$ cat config.mk
export PLATFORM = sky130hd
export DESIGN_NAME = pwm_capture_unit
export DESIGN_NICKNAME = d
export VERILOG_FILES = /design/src/rtl/pcu_pkg.sv /design/src/rtl/pcu_sync_edge.sv /design/src/rtl/pcu_edge_prescaler.sv /design/src/rtl/pcu_timebase.sv /design/src/rtl/pcu_capture_reg.sv /design/src/rtl/pwm_capture_unit.sv
export SDC_FILE = /design/constraint.sdc
export NUM_CORES = 1
export LEC_CHECK = 0
export ABC_CLOCK_PERIOD_IN_PS = 10200
export BUFFER_PORTS_ARGS = -buffer_cell sky130_fd_sc_hd__buf_2
export CAP_MARGIN = 20
export CORE_MARGIN = 10
export CORE_UTILIZATION = 40
export DETAILED_ROUTE_END_ITERATION = 10
export PLACE_DENSITY = 0.65
export SLEW_MARGIN = 20
export SYNTH_ARGS = -nofsm -noshare
export SYNTH_HDL_FRONTEND = slang
export SYNTH_SLANG_ARGS = --single-unit
$ cat constraint.sdc
create_clock -name clk -period 10.2 [get_ports clk]
set_input_delay 1.53 -clock clk [delete_from_list [all_inputs] [get_ports clk]]
set_output_delay 1.53 -clock clk [all_outputs]
set_load 0.02 [all_outputs]
$ cat src/rtl/pcu_pkg.sv
package pcu_pkg;

  localparam int PSC_CODE_W = 2;
  localparam int PSC_CNT_W  = 3;
  localparam int NUM_CH     = 2;
  localparam int CH_RISE    = 0;
  localparam int CH_FALL    = 1;

  typedef logic [PSC_CODE_W-1:0] psc_code_t;

  typedef struct packed {
    logic      enable;
    psc_code_t rise_code;
    psc_code_t fall_code;
  } pcu_mode_t;

  // Edge count at which a prescaler wraps: 2^code - 1
  function automatic logic [PSC_CNT_W-1:0] psc_wrap_value(psc_code_t code);
    logic [PSC_CNT_W:0] span;
    span = (PSC_CNT_W+1)'(1) << code;
    return PSC_CNT_W'(span - 1'b1);
  endfunction

  // Single period from a prescaled span
  function automatic logic [31:0] single_period(logic [31:0] span, psc_code_t code);
    return span >> code;
  endfunction

  // High time, corrected when the falling channel runs out of phase
  function automatic logic [31:0] high_time(logic [31:0] span_rise,
                                            logic [31:0] span_fall,
                                            psc_code_t   code);
    logic [31:0] one;
    one = single_period(span_rise, code);
    if (span_fall >= one) return one - (span_rise - span_fall);
    return span_fall;
  endfunction

endpackage

$ cat src/rtl/pcu_sync_edge.sv
module pcu_sync_edge #(
  parameter int STAGES = 2
) (
  input  logic clk,
  input  logic rst_n,
  input  logic sig_in,
  output logic rise_o,
  output logic fall_o
);
  localparam int LAST = STAGES - 1;

  logic [STAGES-1:0] chain_q;
  logic              prev_q;

  always_ff @(posedge clk or negedge rst_n) begin
    if (!rst_n) begin
      chain_q <= '0;
      prev_q  <= 1'b0;
    end else begin
      chain_q <= {chain_q[STAGES-2:0], sig_in};
      prev_q  <= chain_q[LAST];
    end
  end

  assign rise_o =  chain_q[LAST] & ~prev_q;
  assign fall_o = ~chain_q[LAST] &  prev_q;
endmodule

$ cat src/rtl/pcu_edge_prescaler.sv
module pcu_edge_prescaler
  import pcu_pkg::*;
(
  input  logic      clk,
  input  logic      rst_n,
  input  logic      clear_i,
  input  logic      edge_i,
  input  psc_code_t code_i,
  output logic      fire_o
);
  logic [PSC_CNT_W-1:0] cnt_q;
  logic                 at_wrap;

  assign at_wrap = (cnt_q == psc_wrap_value(code_i));
  assign fire_o  = edge_i & at_wrap;

  always_ff @(posedge clk or negedge rst_n) begin
    if (!rst_n)       cnt_q <= '0;
    else if (clear_i) cnt_q <= '0;
    else if (edge_i)  cnt_q <= at_wrap ? '0 : cnt_q + 1'b1;
  end
endmodule

$ cat src/rtl/pcu_timebase.sv
module pcu_timebase #(
  parameter int CNT_W = 16
) (
  input  logic             clk,
  input  logic             rst_n,
  input  logic             clear_i,
  input  logic             run_i,
  input  logic             restart_i,
  input  logic [CNT_W-1:0] limit_i,
  output logic [CNT_W-1:0] count_o,
  output logic             at_limit_o
);
  logic [CNT_W-1:0] cnt_q;

  assign at_limit_o = (cnt_q == limit_i);
  assign count_o    = cnt_q;

  always_ff @(posedge clk or negedge rst_n) begin
    if (!rst_n)            cnt_q <= '0;
    else if (clear_i)      cnt_q <= '0;
    else if (run_i) begin
      if (restart_i)       cnt_q <= CNT_W'(1);
      else if (!at_limit_o) cnt_q <= cnt_q + 1'b1;
    end
  end
endmodule

$ cat src/rtl/pcu_capture_reg.sv
module pcu_capture_reg #(
  parameter int CNT_W = 16
) (
  input  logic             clk,
  input  logic             rst_n,
  input  logic             clear_i,
  input  logic             fire_i,
  input  logic [CNT_W-1:0] value_i,
  output logic [CNT_W-1:0] cap_o,
  output logic             valid_o,
  output logic             req_o
);
  always_ff @(posedge clk or negedge rst_n) begin
    if (!rst_n) begin
      cap_o   <= '0;
      valid_o <= 1'b0;
      req_o   <= 1'b0;
    end else if (clear_i) begin
      valid_o <= 1'b0;
      req_o   <= 1'b0;
    end else begin
      req_o <= fire_i;
      if (fire_i) begin
        cap_o   <= value_i;
        valid_o <= 1'b1;
      end
    end
  end
endmodule

$ cat src/rtl/pwm_capture_unit.sv
module pwm_capture_unit
  import pcu_pkg::*;
#(
  parameter int CNT_W       = 16,
  parameter int SYNC_STAGES = 2
) (
  input  logic             clk,
  input  logic             rst_n,
  input  logic             pwm_in,
  input  logic             cfg_we,
  input  logic             cfg_enable,
  input  logic [1:0]       cfg_psc_rise,
  input  logic [1:0]       cfg_psc_fall,
  input  logic [CNT_W-1:0] cfg_limit,
  output logic [CNT_W-1:0] rise_capture,
  output logic             rise_valid,
  output logic             rise_req,
  output logic [CNT_W-1:0] fall_capture,
  output logic             fall_valid,
  output logic             fall_req,
  output logic             overflow,
  output logic [CNT_W-1:0] meas_period,
  output logic [CNT_W-1:0] meas_duty
);
  // Configuration state, loaded as one unit
  pcu_mode_t        mode_q;
  logic [CNT_W-1:0] limit_q;

  always_ff @(posedge clk or negedge rst_n) begin
    if (!rst_n) begin
      mode_q  <= '0;
      limit_q <= '1;
    end else if (cfg_we) begin
      mode_q.enable    <= cfg_enable;
      mode_q.rise_code <= cfg_psc_rise;
      mode_q.fall_code <= cfg_psc_fall;
      limit_q          <= cfg_limit;
    end
  end

  // Named internal events
  logic             edge_rise, edge_fall;
  logic             run;
  logic             rise_evt, fall_evt;
  logic [CNT_W-1:0] tb_count;
  logic             tb_at_limit;

  assign run = mode_q.enable & ~cfg_we;

  pcu_sync_edge #(.STAGES(SYNC_STAGES)) i_sync (
    .clk(clk), .rst_n(rst_n), .sig_in(pwm_in),
    .rise_o(edge_rise), .fall_o(edge_fall)
  );

  // Per-channel prescaler and capture register
  logic             ch_edge [NUM_CH];
  psc_code_t        ch_code [NUM_CH];
  logic             ch_fire [NUM_CH];
  logic [CNT_W-1:0] ch_cap  [NUM_CH];
  logic             ch_valid[NUM_CH];
  logic             ch_req  [NUM_CH];

  assign ch_edge[CH_RISE] = edge_rise & run;
  assign ch_edge[CH_FALL] = edge_fall & run;
  assign ch_code[CH_RISE] = mode_q.rise_code;
  assign ch_code[CH_FALL] = mode_q.fall_code;

  for (genvar c = 0; c < NUM_CH; c++) begin : g_ch
    pcu_edge_prescaler i_psc (
      .clk(clk), .rst_n(rst_n), .clear_i(cfg_we),
      .edge_i(ch_edge[c]), .code_i(ch_code[c]), .fire_o(ch_fire[c])
    );
    pcu_capture_reg #(.CNT_W(CNT_W)) i_cap (
      .clk(clk), .rst_n(rst_n), .clear_i(cfg_we),
      .fire_i(ch_fire[c]), .value_i(tb_count),
      .cap_o(ch_cap[c]), .valid_o(ch_valid[c]), .req_o(ch_req[c])
    );
  end

  assign rise_evt = ch_fire[CH_RISE];
  assign fall_evt = ch_fire[CH_FALL];

  pcu_timebase #(.CNT_W(CNT_W)) i_tb (
    .clk(clk), .rst_n(rst_n), .clear_i(cfg_we), .run_i(run),
    .restart_i(rise_evt), .limit_i(limit_q),
    .count_o(tb_count), .at_limit_o(tb_at_limit)
  );

  // Sticky overflow: limit reached without a period capture
  always_ff @(posedge clk or negedge rst_n) begin
    if (!rst_n)                                   overflow <= 1'b0;
    else if (cfg_we)                              overflow <= 1'b0;
    else if (run && tb_at_limit && !rise_evt)     overflow <= 1'b1;
  end

  assign rise_capture = ch_cap[CH_RISE];
  assign rise_valid   = ch_valid[CH_RISE];
  assign rise_req     = ch_req[CH_RISE];
  assign fall_capture = ch_cap[CH_FALL];
  assign fall_valid   = ch_valid[CH_FALL];
  assign fall_req     = ch_req[CH_FALL];

  // Derived measurement
  logic [31:0] per_w, duty_w;
  assign per_w       = single_period(32'(rise_capture), mode_q.rise_code);
  assign duty_w      = high_time(32'(rise_capture), 32'(fall_capture), mode_q.rise_code);
  assign meas_period = per_w[CNT_W-1:0];
  assign meas_duty   = duty_w[CNT_W-1:0];
endmodule

Word-level counts from Yosys, hierarchy flattened
Cells that the tools add are included.
- bitwise operators: 10
- multiplexer cells: 21
- reductions and logical operators: 12
- shifts and indexed selects: 3
- equality and inequality tests: 4
- add/sub/neg operators: 7
- multiply operators: 0
- order comparisons: 1
- div/mod/pow operators: 0
- operators with widths (operator ; number):
    $mux W16 ; 6
    $ge A16 B32 Y1 ; 1
    $shr A16 B2 Y32 ; 1
    $sub A16 B16 Y16 ; 2
    $mux W3 ; 6
    $add A16 B1 Y16 const B ; 1
    $eq A16 B16 Y1 ; 1
    $reduce_bool A2 Y1 ; 6
    $mux W1 ; 9
    $and A1 B1 Y1 ; 7
    $add A3 B1 Y3 const B ; 2
    $eq A3 B3 Y1 ; 2
    $reduce_and A2 Y1 ; 3
    $shl A1 B2 Y3 const A ; 2
    $sub A3 B1 Y3 const B ; 2
    $ne A3 B2 Y1 const B ; 1
    $not A1 Y1 ; 3
    $logic_and A1 B1 Y1 ; 2
    $logic_not A1 Y1 ; 1
- memory bits (writable): 0
- bits of input ports: 25
- memories kept: 0
- ROM bits: 0
- register bits after elaboration: 83
- logic and storage cells: 74
- latch bits: 0

Longest topological paths before layout
Gate-level depths: netlist (run 1).
- depth in word-level cells: 8
- depth in mapped cells: 14

Cells and area by module
Synthesis (run 1) repeated with hierarchy kept, for this count alone.
- cells, all modules: 612
- area total of the unflattened synthesis: 6168.4 sq um
- by module, submodules not included (module ; cells an instance ; sequential area each (sq um) ; area each (sq um) ; instances):
    pwm_capture_unit ; 351 ; 570.5 ; 3022.9 ; 1
    pcu_capture_reg ; 39 ; 450.4 ; 716.9 ; 2
    pcu_timebase ; 131 ; 400.4 ; 1167.4 ; 1
    pcu_edge_prescaler (g_ch[1].i_psc) ; 24 ; 75.1 ; 232.7 ; 1
    pcu_edge_prescaler (g_ch[0].i_psc) ; 23 ; 75.1 ; 221.5 ; 1
    pcu_sync_edge ; 5 ; 75.1 ; 90.1 ; 1

Worst setup path before layout (run 1)
Ideal clock, no wire load.
- path type: register -> output
- start: register mode_q, in the netlist ch_code[3]
- end: output meas_duty[8]
- slack: 4.846 ns
- arrival: 3.824 ns
- data required time: 8.670 ns
- stages on the path, launching flop included: 14
- path through: dfrtp_1 -> buf_4 -> clkbuf_1 -> mux2_2 -> nand2_1 -> o21ai_0 -> ha_1 -> fa_1 -> a211oi_1 -> o21bai_1 -> a2111oi_0 -> nor3_1 -> xnor2_1 -> mux2i_1
- cells in the longest elaborated chain, start to end: 4
- elaborated cells between the ends (all ways): 6
- those cells by class: add/sub: 1; order compare: 1; shift: 1; mux: 3
- ends and longest elaborated chain (what ; line ; text):
    from (decl) ; pwm_capture_unit.sv:26 ; pcu_mode_t mode_q;
    $shr A16 B2 Y32 * ; pcu_pkg.sv:26 ; return span >> code;
    via meas_period[0] ; pwm_capture_unit.sv:22 ; output logic [CNT_W-1:0] meas_period,
    $ge A16 B32 Y1 / $sub A16 B16 Y16 (equally long branches) ; pcu_pkg.sv:35 ; if (span_fall >= one) return one - (span_rise - span_fall);
    $mux W1 / $mux W16 (equally long branches) ; pcu_pkg.sv:35 ;
    $mux W16 * ; pcu_pkg.sv:36 ; return span_fall;
    to (decl) ; pwm_capture_unit.sv:23 ; output logic [CNT_W-1:0] meas_duty
Mark *: on every way through the listed nets, which the timed path passes. The rest lies on a longest branch. The select of a mux whose other input is x is not followed.

Worst setup path in the final report (run 1)
- start: register mode_q, in the netlist ch_code[3]
- end: output meas_duty[15]
- cells in the longest elaborated chain, start to end: 4
- elaborated cells between the ends (all ways): 6
- those cells by class: add/sub: 1; order compare: 1; shift: 1; mux: 3
- ends and longest elaborated chain (what ; line):
    $shr A16 B2 Y32 * ; pcu_pkg.sv:26
    $ge A16 B32 Y1 / $sub A16 B16 Y16 (equally long branches) ; pcu_pkg.sv:35
    $mux W1 / $mux W16 (equally long branches) ; pcu_pkg.sv:35
    $mux W16 * ; pcu_pkg.sv:36
Every way passes the cells marked *; elsewhere a longest branch is shown, timed or not. The select of a mux whose other input is x is not followed.

==> results of run 1 <==
==> final timing paths <==
check	from	to
worst max-delay path	ch_code[3]	meas_duty[15]
worst min-delay path	i_sync.chain_q[0]	i_sync.chain_q[1]
worst max register to register	ch_code[3]	i_tb.count_o[13]
worst min register to register	i_sync.chain_q[0]	i_sync.chain_q[1]
max in group asynchronous	rst_n	g_ch[0].i_psc.cnt_q[1]
min in group asynchronous	rst_n	i_tb.count_o[10]
==> metal layers <==
layer / GRT usage, % / routed length [um]
met4: 3.750 / 140
met5: 0 / 0
met3: 2.941 / 922
met2: 24.24 / 7185
met1: 20.44 / 7120
==> worst register-to-register path: stages, from the launching register on <==
cell and delay, ns:
dfrtp_1 0.86, nor2_1 0.22, a22o_1 0.31, o21ai_4 0.62, nand2_1 0.31, or4_1 0.53
a21oi_1 0.16
==> synth_stat cells, drive strengths merged, types with 3 or more instances <==
| cell type | n | area [sq um] |
|---|---|---|
| a211oi | 6 | 45.04 |
| a21o | 8 | 60.06 |
| a21oi | 26 | 130.1 |
| a22o | 3 | 26.28 |
| a31oi | 5 | 31.28 |
| and2 | 5 | 31.28 |
| and3 | 6 | 37.54 |
| buf | 18 | 100.1 |
| clkbuf | 10 | 38.78 |
| dfrtp | 67 | 1677 |
| dfstp | 16 | 420.4 |
| fa | 15 | 300.3 |
| ha | 35 | 437.9 |
| inv | 73 | 274.0 |
| mux2 | 30 | 337.8 |
| mux2i | 9 | 90.09 |
| nand2 | 109 | 409.1 |
| nand2b | 3 | 18.77 |
| nand3 | 9 | 50.05 |
| nand4 | 8 | 56.30 |
| nor2 | 31 | 116.4 |
| nor3 | 10 | 50.05 |
| nor3b | 5 | 42.54 |
| nor4 | 5 | 50.05 |
| o211ai | 3 | 22.52 |
| o21ai | 61 | 305.3 |
| or2 | 10 | 62.56 |
| or3 | 4 | 25.02 |
| xnor2 | 7 | 61.31 |
| xor2 | 28 | 245.2 |
==> sequential cells by signal, summed over array words and instances, names as in the netlist <==
| name | count |
|---|---|
| g_ch.i_cap.cap_o | 32 |
| i_tb.count_o | 16 |
| limit_q | 16 |
| g_ch.i_psc.cnt_q | 6 |
| ch_code | 4 |
| g_ch.i_cap.req_o | 2 |
| g_ch.i_cap.valid_o | 2 |
| i_sync.chain_q | 2 |
| i_sync.prev_q | 1 |
| mode_q | 1 |
| overflow | 1 |
==> cells by family after synthesis <==
family,synth area share (%)
multiplexers,7.382
XOR/XNOR,5.288
adder cells (fa/ha/maj),12.73
AND/OR/NAND/NOR,17.27
buffers and inverters,7.123
AO/OA/AOI/OAI,14.03
flip-flops,36.18
==> stage by stage <==
step	setup WS, ns	instance area, sq um
global route	3.711	6729
global placement	4.502	6376
finish	3.952	6729
detailed placement	4.335	6376
floorplan	4.846	5797
CTS	3.958	6705
==> report_power, final <==
group | switching [mW] | total [mW] | internal (mW)
registers | 0.0380 | 0.405 | 0.367
logic | 0.504 | 0.817 | 0.313
clock network | 0.130 | 0.358 | 0.228
==> layout make-up <==
cell class,count,area [sq um]
fillers,1373,7313
multi-input cells,469,3313
flip-flops and latches,83,2097
repair buffers,95,490.5
inverters,73,274.0
clock buffers,12,256.5
well taps,180,225.2
clock inverters,4,72.57
==> key figures, run 1 <==
Worst setup path
  – Critical Path RT: 8.67 ns
  – CP Capture Type: output pin
  – Worst path most repeated cell: o21ai_0
  – Setup slack, reg-to-reg: 7.11 ns
  – WP data arrival: 4.72 ns
  – Startpoint types: register
  – Crit path largest cell delay: between 0.8 and 0.9 ns
  – Crit Path Max Fanout: 21
  – Crit-path cells: mux2_2 > or2_2 > o21ai_0 > fa_1 > inv_1 > ha_1 > a211oi_1 > o21ai_0 > o21ai_0 > a21oi_1 > xor2_1 > o211ai_1 > buf_2
  – WP buf/inv: 2
  – CP Class: register to output pin
  – CP Depth: 13
  – CP top delay family: compound AO/OA/AOI/OAI gates
  – Worst path slowest cell: dfrtp_1
  – R2R cell count: 6

Logic synthesis
  – Ys flop type: dfrtp_1
  – Syn avg cell area: 8.877 sq um
  – Post-Syn Area: 5797 sq um
  – Post-synth cell types: 63
  – Post-synth EDFFs: 0
  – Ys async rst share: 100.0%
  – FF+latch count, synth: 83
  – Syn. warnings: 0
  – Syn Nets: ~730
  – Mapped Cells: 653
  – Register area share after synthesis: 36.18%

Clock network
  – Clk_lat worst skew: 0.34 ns
  – Clock Pin Slew Worst Setup and Hold Paths: 0.06 ns
  – CTS tree: done
  – # H-tree levels: 3
  – Number of setup buffers added after CTS: 0
  – Post-CTS sizing: 0
  – Inserted Clock Buffers: 9
  – Clk sinks: 83
  – CTS root buf: clkbuf_16
  – Maximum root-to-sink buffer count: 2
  – Hold buffers post-CTS: 0

Global routing
  – Vias in the first global route: 4902
  – GR Util All Layers: ~15%
  – Grt ovf: 0
  – Global-route wire length before repair: 25190 um
  – Initial antenna violation count: 0
  – Largest net degree at the start of global routing: 84

Floorplan
  – Core ar.: 14040 sq um
  – Chip width: 140.4 um
  – Initial Utilization: 41.28%
  – Full die area: 19710 sq um
  – Row count: 43
  – Top-Level Pins: 94
  – Die height: 140.4 um

Final layout
  – Commonest non-fill, non-tap cell in the layout: nand2_1
  – Fraction of layout cells with a size suffix above 1: between 20% and 30%
  – # diodes: 0
  – Core Util, Final: 47.92%
  – Final std cells w/o fill: 916
  – Final nets: 806
  – Area growth from synthesis to layout: 16.08%
  – Most frequent cells in the layout: nand2_1 (109), buf_2 (92), inv_1 (72)

STA
  – Clock skew: slightly above 0.007 ns
  – Final Slew Violations: 0
  – Sum Neg Setup Slack: 0 ns
  – Worst slew pin tran: 0.7991 ns
  – RSZ-0062 raised after global routing: no
  – Fmax: about 160 MHz
  – Relative slew margins: 46.73%
  – Hold Fails Final Rpt: 0
  – Final period util: 61.26%
  – Worst hold slack: 0.3481 ns
  – # setup viols final: 0
  – Crit path time final: around 6.2 ns

Routing
  – Via Count: ~4900
  – DRT iter0 DRCs: 400
  – Antenna-violating nets left: 0
  – Via density: between 5 and 6
  – DR DRC count: 0
  – DR WL/cell: ~17 um
  – Drt pass-1 iters: 5
  – Final WL: ~15000 um

Placement
  – Post-DP HPWL: 11820 um
  – RePlAce Congestion: 0.8951
  – Dpl cells: ~900
  – PortBufs: 93

Job
  – Number of max-cap violations: 0

Min path
  – Worst min path class: register to register
  – Worst hold path depth: 0

Pwr
  – Power per cell area: 234.8 nW/um^2
  – Lkg Pwr: 3.397 nW
  – Max VDD drop: about 0.000094 V
  – Power Total: 1.580 mW

Outcome
  – Status: finished, final reports clean
Note: power is estimated with default switching activity, not from simulation.
==> inputs of run 2 (changes only) <==
--- a/config.mk
+++ b/config.mk
@@ -5,7 +5,7 @@
 export SDC_FILE = /design/constraint.sdc
 export NUM_CORES = 1
 export LEC_CHECK = 0
-export ABC_CLOCK_PERIOD_IN_PS = 10200
+export ABC_CLOCK_PERIOD_IN_PS = 5800
 export BUFFER_PORTS_ARGS = -buffer_cell sky130_fd_sc_hd__buf_2
 export CAP_MARGIN = 20
 export CORE_MARGIN = 10
==> constraint.sdc (replaced) <==
create_clock -name clk -period 5.8 [get_ports clk]
set_input_delay 0.87 -clock clk [delete_from_list [all_inputs] [get_ports clk]]
set_output_delay 0.87 -clock clk [all_outputs]
set_load 0.02 [all_outputs]
==> run 2 against run 1 <==
First-iteration DRC count down 17%. Via count increased by 1.4%. Sequential power is 75% higher. Sequential share of layout area barely moved. Cell count rose by 0.11%. Utilization about the same. Worst setup slack worse by 3.6 ns. Clock power grew 81%. Sequential cell count unchanged. Cell area barely moved. Wire length grew 0.20%. Combinational power grew 76%. Highest routed layer unchanged.
==> key figures, run 2 (synthesis results as in run 1) <==
STA
  – Clock skew: 0.01200 ns (was 0.007128 ns)
  – Crit path time final: 5.463 ns
  – Sum Neg Setup Slack: 0 ns (unchanged)
  – RSZ-0062 raised after global routing: no (unchanged)
  – Worst slew pin tran: 0.8138 ns (was 0.7991 ns)
  – Relative slew margins: 45.74% (was 46.73%)
  – Worst hold slack: 0.3531 ns (was 0.3481 ns)
  – Fmax: 183.1 MHz
  – Hold Fails Final Rpt: 0 (unchanged)
  – Final period util: 94.19%
  – Final Slew Violations: 0 (unchanged)
  – # setup viols final: 0 (unchanged)

Min path
  – Hold Startpoint: i_sync.chain_q[0] (unchanged)
  – Worst min path class: register to register (unchanged)
  – Hold Path Sink: i_sync.chain_q[1] (unchanged)
  – Worst hold path depth: 0 (unchanged)

Worst setup path
  – Setup slack, reg-to-reg: 3.02 ns (was 7.11 ns)
  – WP data arrival: 4.59 ns (was 4.72 ns)
  – R2R cell count: 7 (was 6)
  – CP Class: register to output pin (unchanged)
  – Critical Path Start: ch_code[2] (was ch_code[3])
  – R2r endpoint: i_tb.count_o[11] (was i_tb.count_o[13])
  – CP Capture Type: output pin (unchanged)
  – R2R Path Start: ch_code[2] (was ch_code[3])
  – Startpoint types: register (unchanged)
  – Crit Path Max Fanout: 23 (was 21)
  – Critical Path RT: 4.93 ns (was 8.67 ns)

Clock network
  – CTS tree: done (unchanged)
  – Post-CTS sizing: 0 (unchanged)
  – Inserted Clock Buffers: 9 (unchanged)
  – Maximum root-to-sink buffer count: 2 (unchanged)
  – Number of setup buffers added after CTS: 0 (unchanged)
  – Clk_lat worst skew: 0.34 ns (about the same)
  – Hold buffers post-CTS: 0 (unchanged)
  – # H-tree levels: 3 (unchanged)
  – Clock Pin Slew Worst Setup and Hold Paths: 0.07 ns (was 0.06 ns)
  – Clk sinks: 83 (unchanged)
  – CTS root buf: clkbuf_16 (unchanged)

Placement
  – Post-DP HPWL: 12020 um (was 11820 um)
  – RePlAce Congestion: 0.8712 (was 0.8951)
  – PortBufs: 93 (unchanged)
  – Placed cell area: 6391 sq um (was 6376 sq um)

Routing
  – Antenna-violating nets left: 0 (unchanged)
  – Via Count: 4999 (was 4928)
  – DRT iter0 DRCs: 333 (was 400)
  – Final WL: 15400 um (was 15370 um)
  – Drt pass-1 iters: 5 (unchanged)
  – DR WL/cell: 16.79 um (was 16.78 um)
  – DR DRC count: 0 (unchanged)
  – Via density: 5.451 (was 5.380)

Global routing
  – Vias in the first global route: 5094 (was 4902)
  – Largest net degree at the start of global routing: 84 (unchanged)
  – Grt ovf: 0 (unchanged)
  – Global-route wire length before repair: 26040 um (was 25190 um)
  – Initial antenna violation count: 0 (unchanged)
  – GR Util All Layers: 15.51% (was 15.15%)

Final layout
  – Max reg flops: 32 (unchanged)
  – Register bank with the most flops: g_ch.i_cap.cap_o (unchanged)
  – # diodes: 0 (unchanged)
  – Fraction of layout cells with a size suffix above 1: 24.15% (was 24.18%)
  – Area growth from synthesis to layout: 16.15% (was 16.08%)
  – Final nets: 807 (was 806)
  – Fillers: 1358 (was 1373)
  – Most frequent cells in the layout: nand2_1 (109), buf_2 (92), inv_1 (72) (unchanged)
  – Core Util, Final: 47.95% (was 47.92%)
  – Final Instance Area: 6733 sq um (was 6729 sq um)
  – Commonest non-fill, non-tap cell in the layout: nand2_1 (unchanged)

Pwr
  – Power Total: 2.795 mW (was 1.580 mW)
  – Lkg Pwr: 3.404 nW (was 3.397 nW)
  – Max VDD drop: 0.0001672 V (was 0.00009382 V)
  – Power per cell area: 415.1 nW/um^2 (was 234.8 nW/um^2)

Floorplan
  – Core ar.: 14040 sq um (unchanged)
  – Top-Level Pins: 94 (unchanged)
  – Initial Utilization: 41.28% (unchanged)
  – Die height: 140.4 um (unchanged)
  – Row count: 43 (unchanged)
  – Chip width: 140.4 um (unchanged)
  – Full die area: 19710 sq um (unchanged)

Job
  – Number of max-cap violations: 0 (unchanged)

Outcome
  – Status: finished, final reports clean (unchanged)
[run 2: changes by cell type in the layout (fill, tap and decap cells not counted), sizes merged]
cell      delta
buf          +1
bufinv       +1
clkbuf       -1
clkinv       +1
clkinvlp     -1
[run 2: metrics by stage]
step | std cells | setup WS, ns
global route | 917 | 0.04109
finish | 917 | 0.3373
CTS | 917 | 0.3554
detailed placement | 901 | 0.7359
floorplan | 653 | 1.106
global placement | 901 | 0.9122
[run 2: where the power goes]
part,switching [mW],leakage [nW],internal [mW]
Clock,0.227,0.164,0.421
Sequential,0.0642,1.04,0.646
Combinational,0.888,2.20,0.549
[run 2: layout make-up]
| class | count | area, sq um | share of cell area (%) |
|---|---|---|---|
| Sequential cell | 83 | 2097 | 31.15 |
| Multi-Input combinational cell | 469 | 3306 | 49.10 |
| Tap cell | 180 | 225.2 | 3.345 |
| Clock inverter | 5 | 103.9 | 1.542 |
| Inverter | 73 | 274.0 | 4.070 |
| Timing Repair Buffer | 96 | 494.2 | 7.341 |
| Clock buffer | 11 | 232.7 | 3.457 |
[run 2: worst max-delay path by stage]
stage | endpoint | slack [ns] | depth (start not counted)
after CTS | meas_duty[15] | 0.36 | 13
after global placement | meas_duty[15] | 0.91 | 13
after global routing | meas_duty[15] | 0.04 | 13
after detailed placement | meas_duty[15] | 0.74 | 13
after floorplan | meas_duty[8] | 1.11 | 13
final | meas_duty[15] | 0.34 | 13
[run 2: critical path: stages (launching register included)]
cell,delay [ns]
dfrtp_1,0.73
inv_1,0.31
or2_2,0.35
o21ai_0,0.18
fa_1,0.50
inv_1,0.12
ha_1,0.26
a211oi_1,0.27
o21ai_0,0.23
o21ai_0,0.50
a21oi_1,0.23
xor2_1,0.21
o211ai_1,0.18
buf_2,0.19
[run 2: routing by layer]
metal	global-route usage (%)	part of all wire, %	up-vias
li1	-	-	2377
met1	20.21	45	2449
met2	25.44	48	158
met3	3.009	6.0	15
met4	4.402	1.2	0
met5	0	0	-
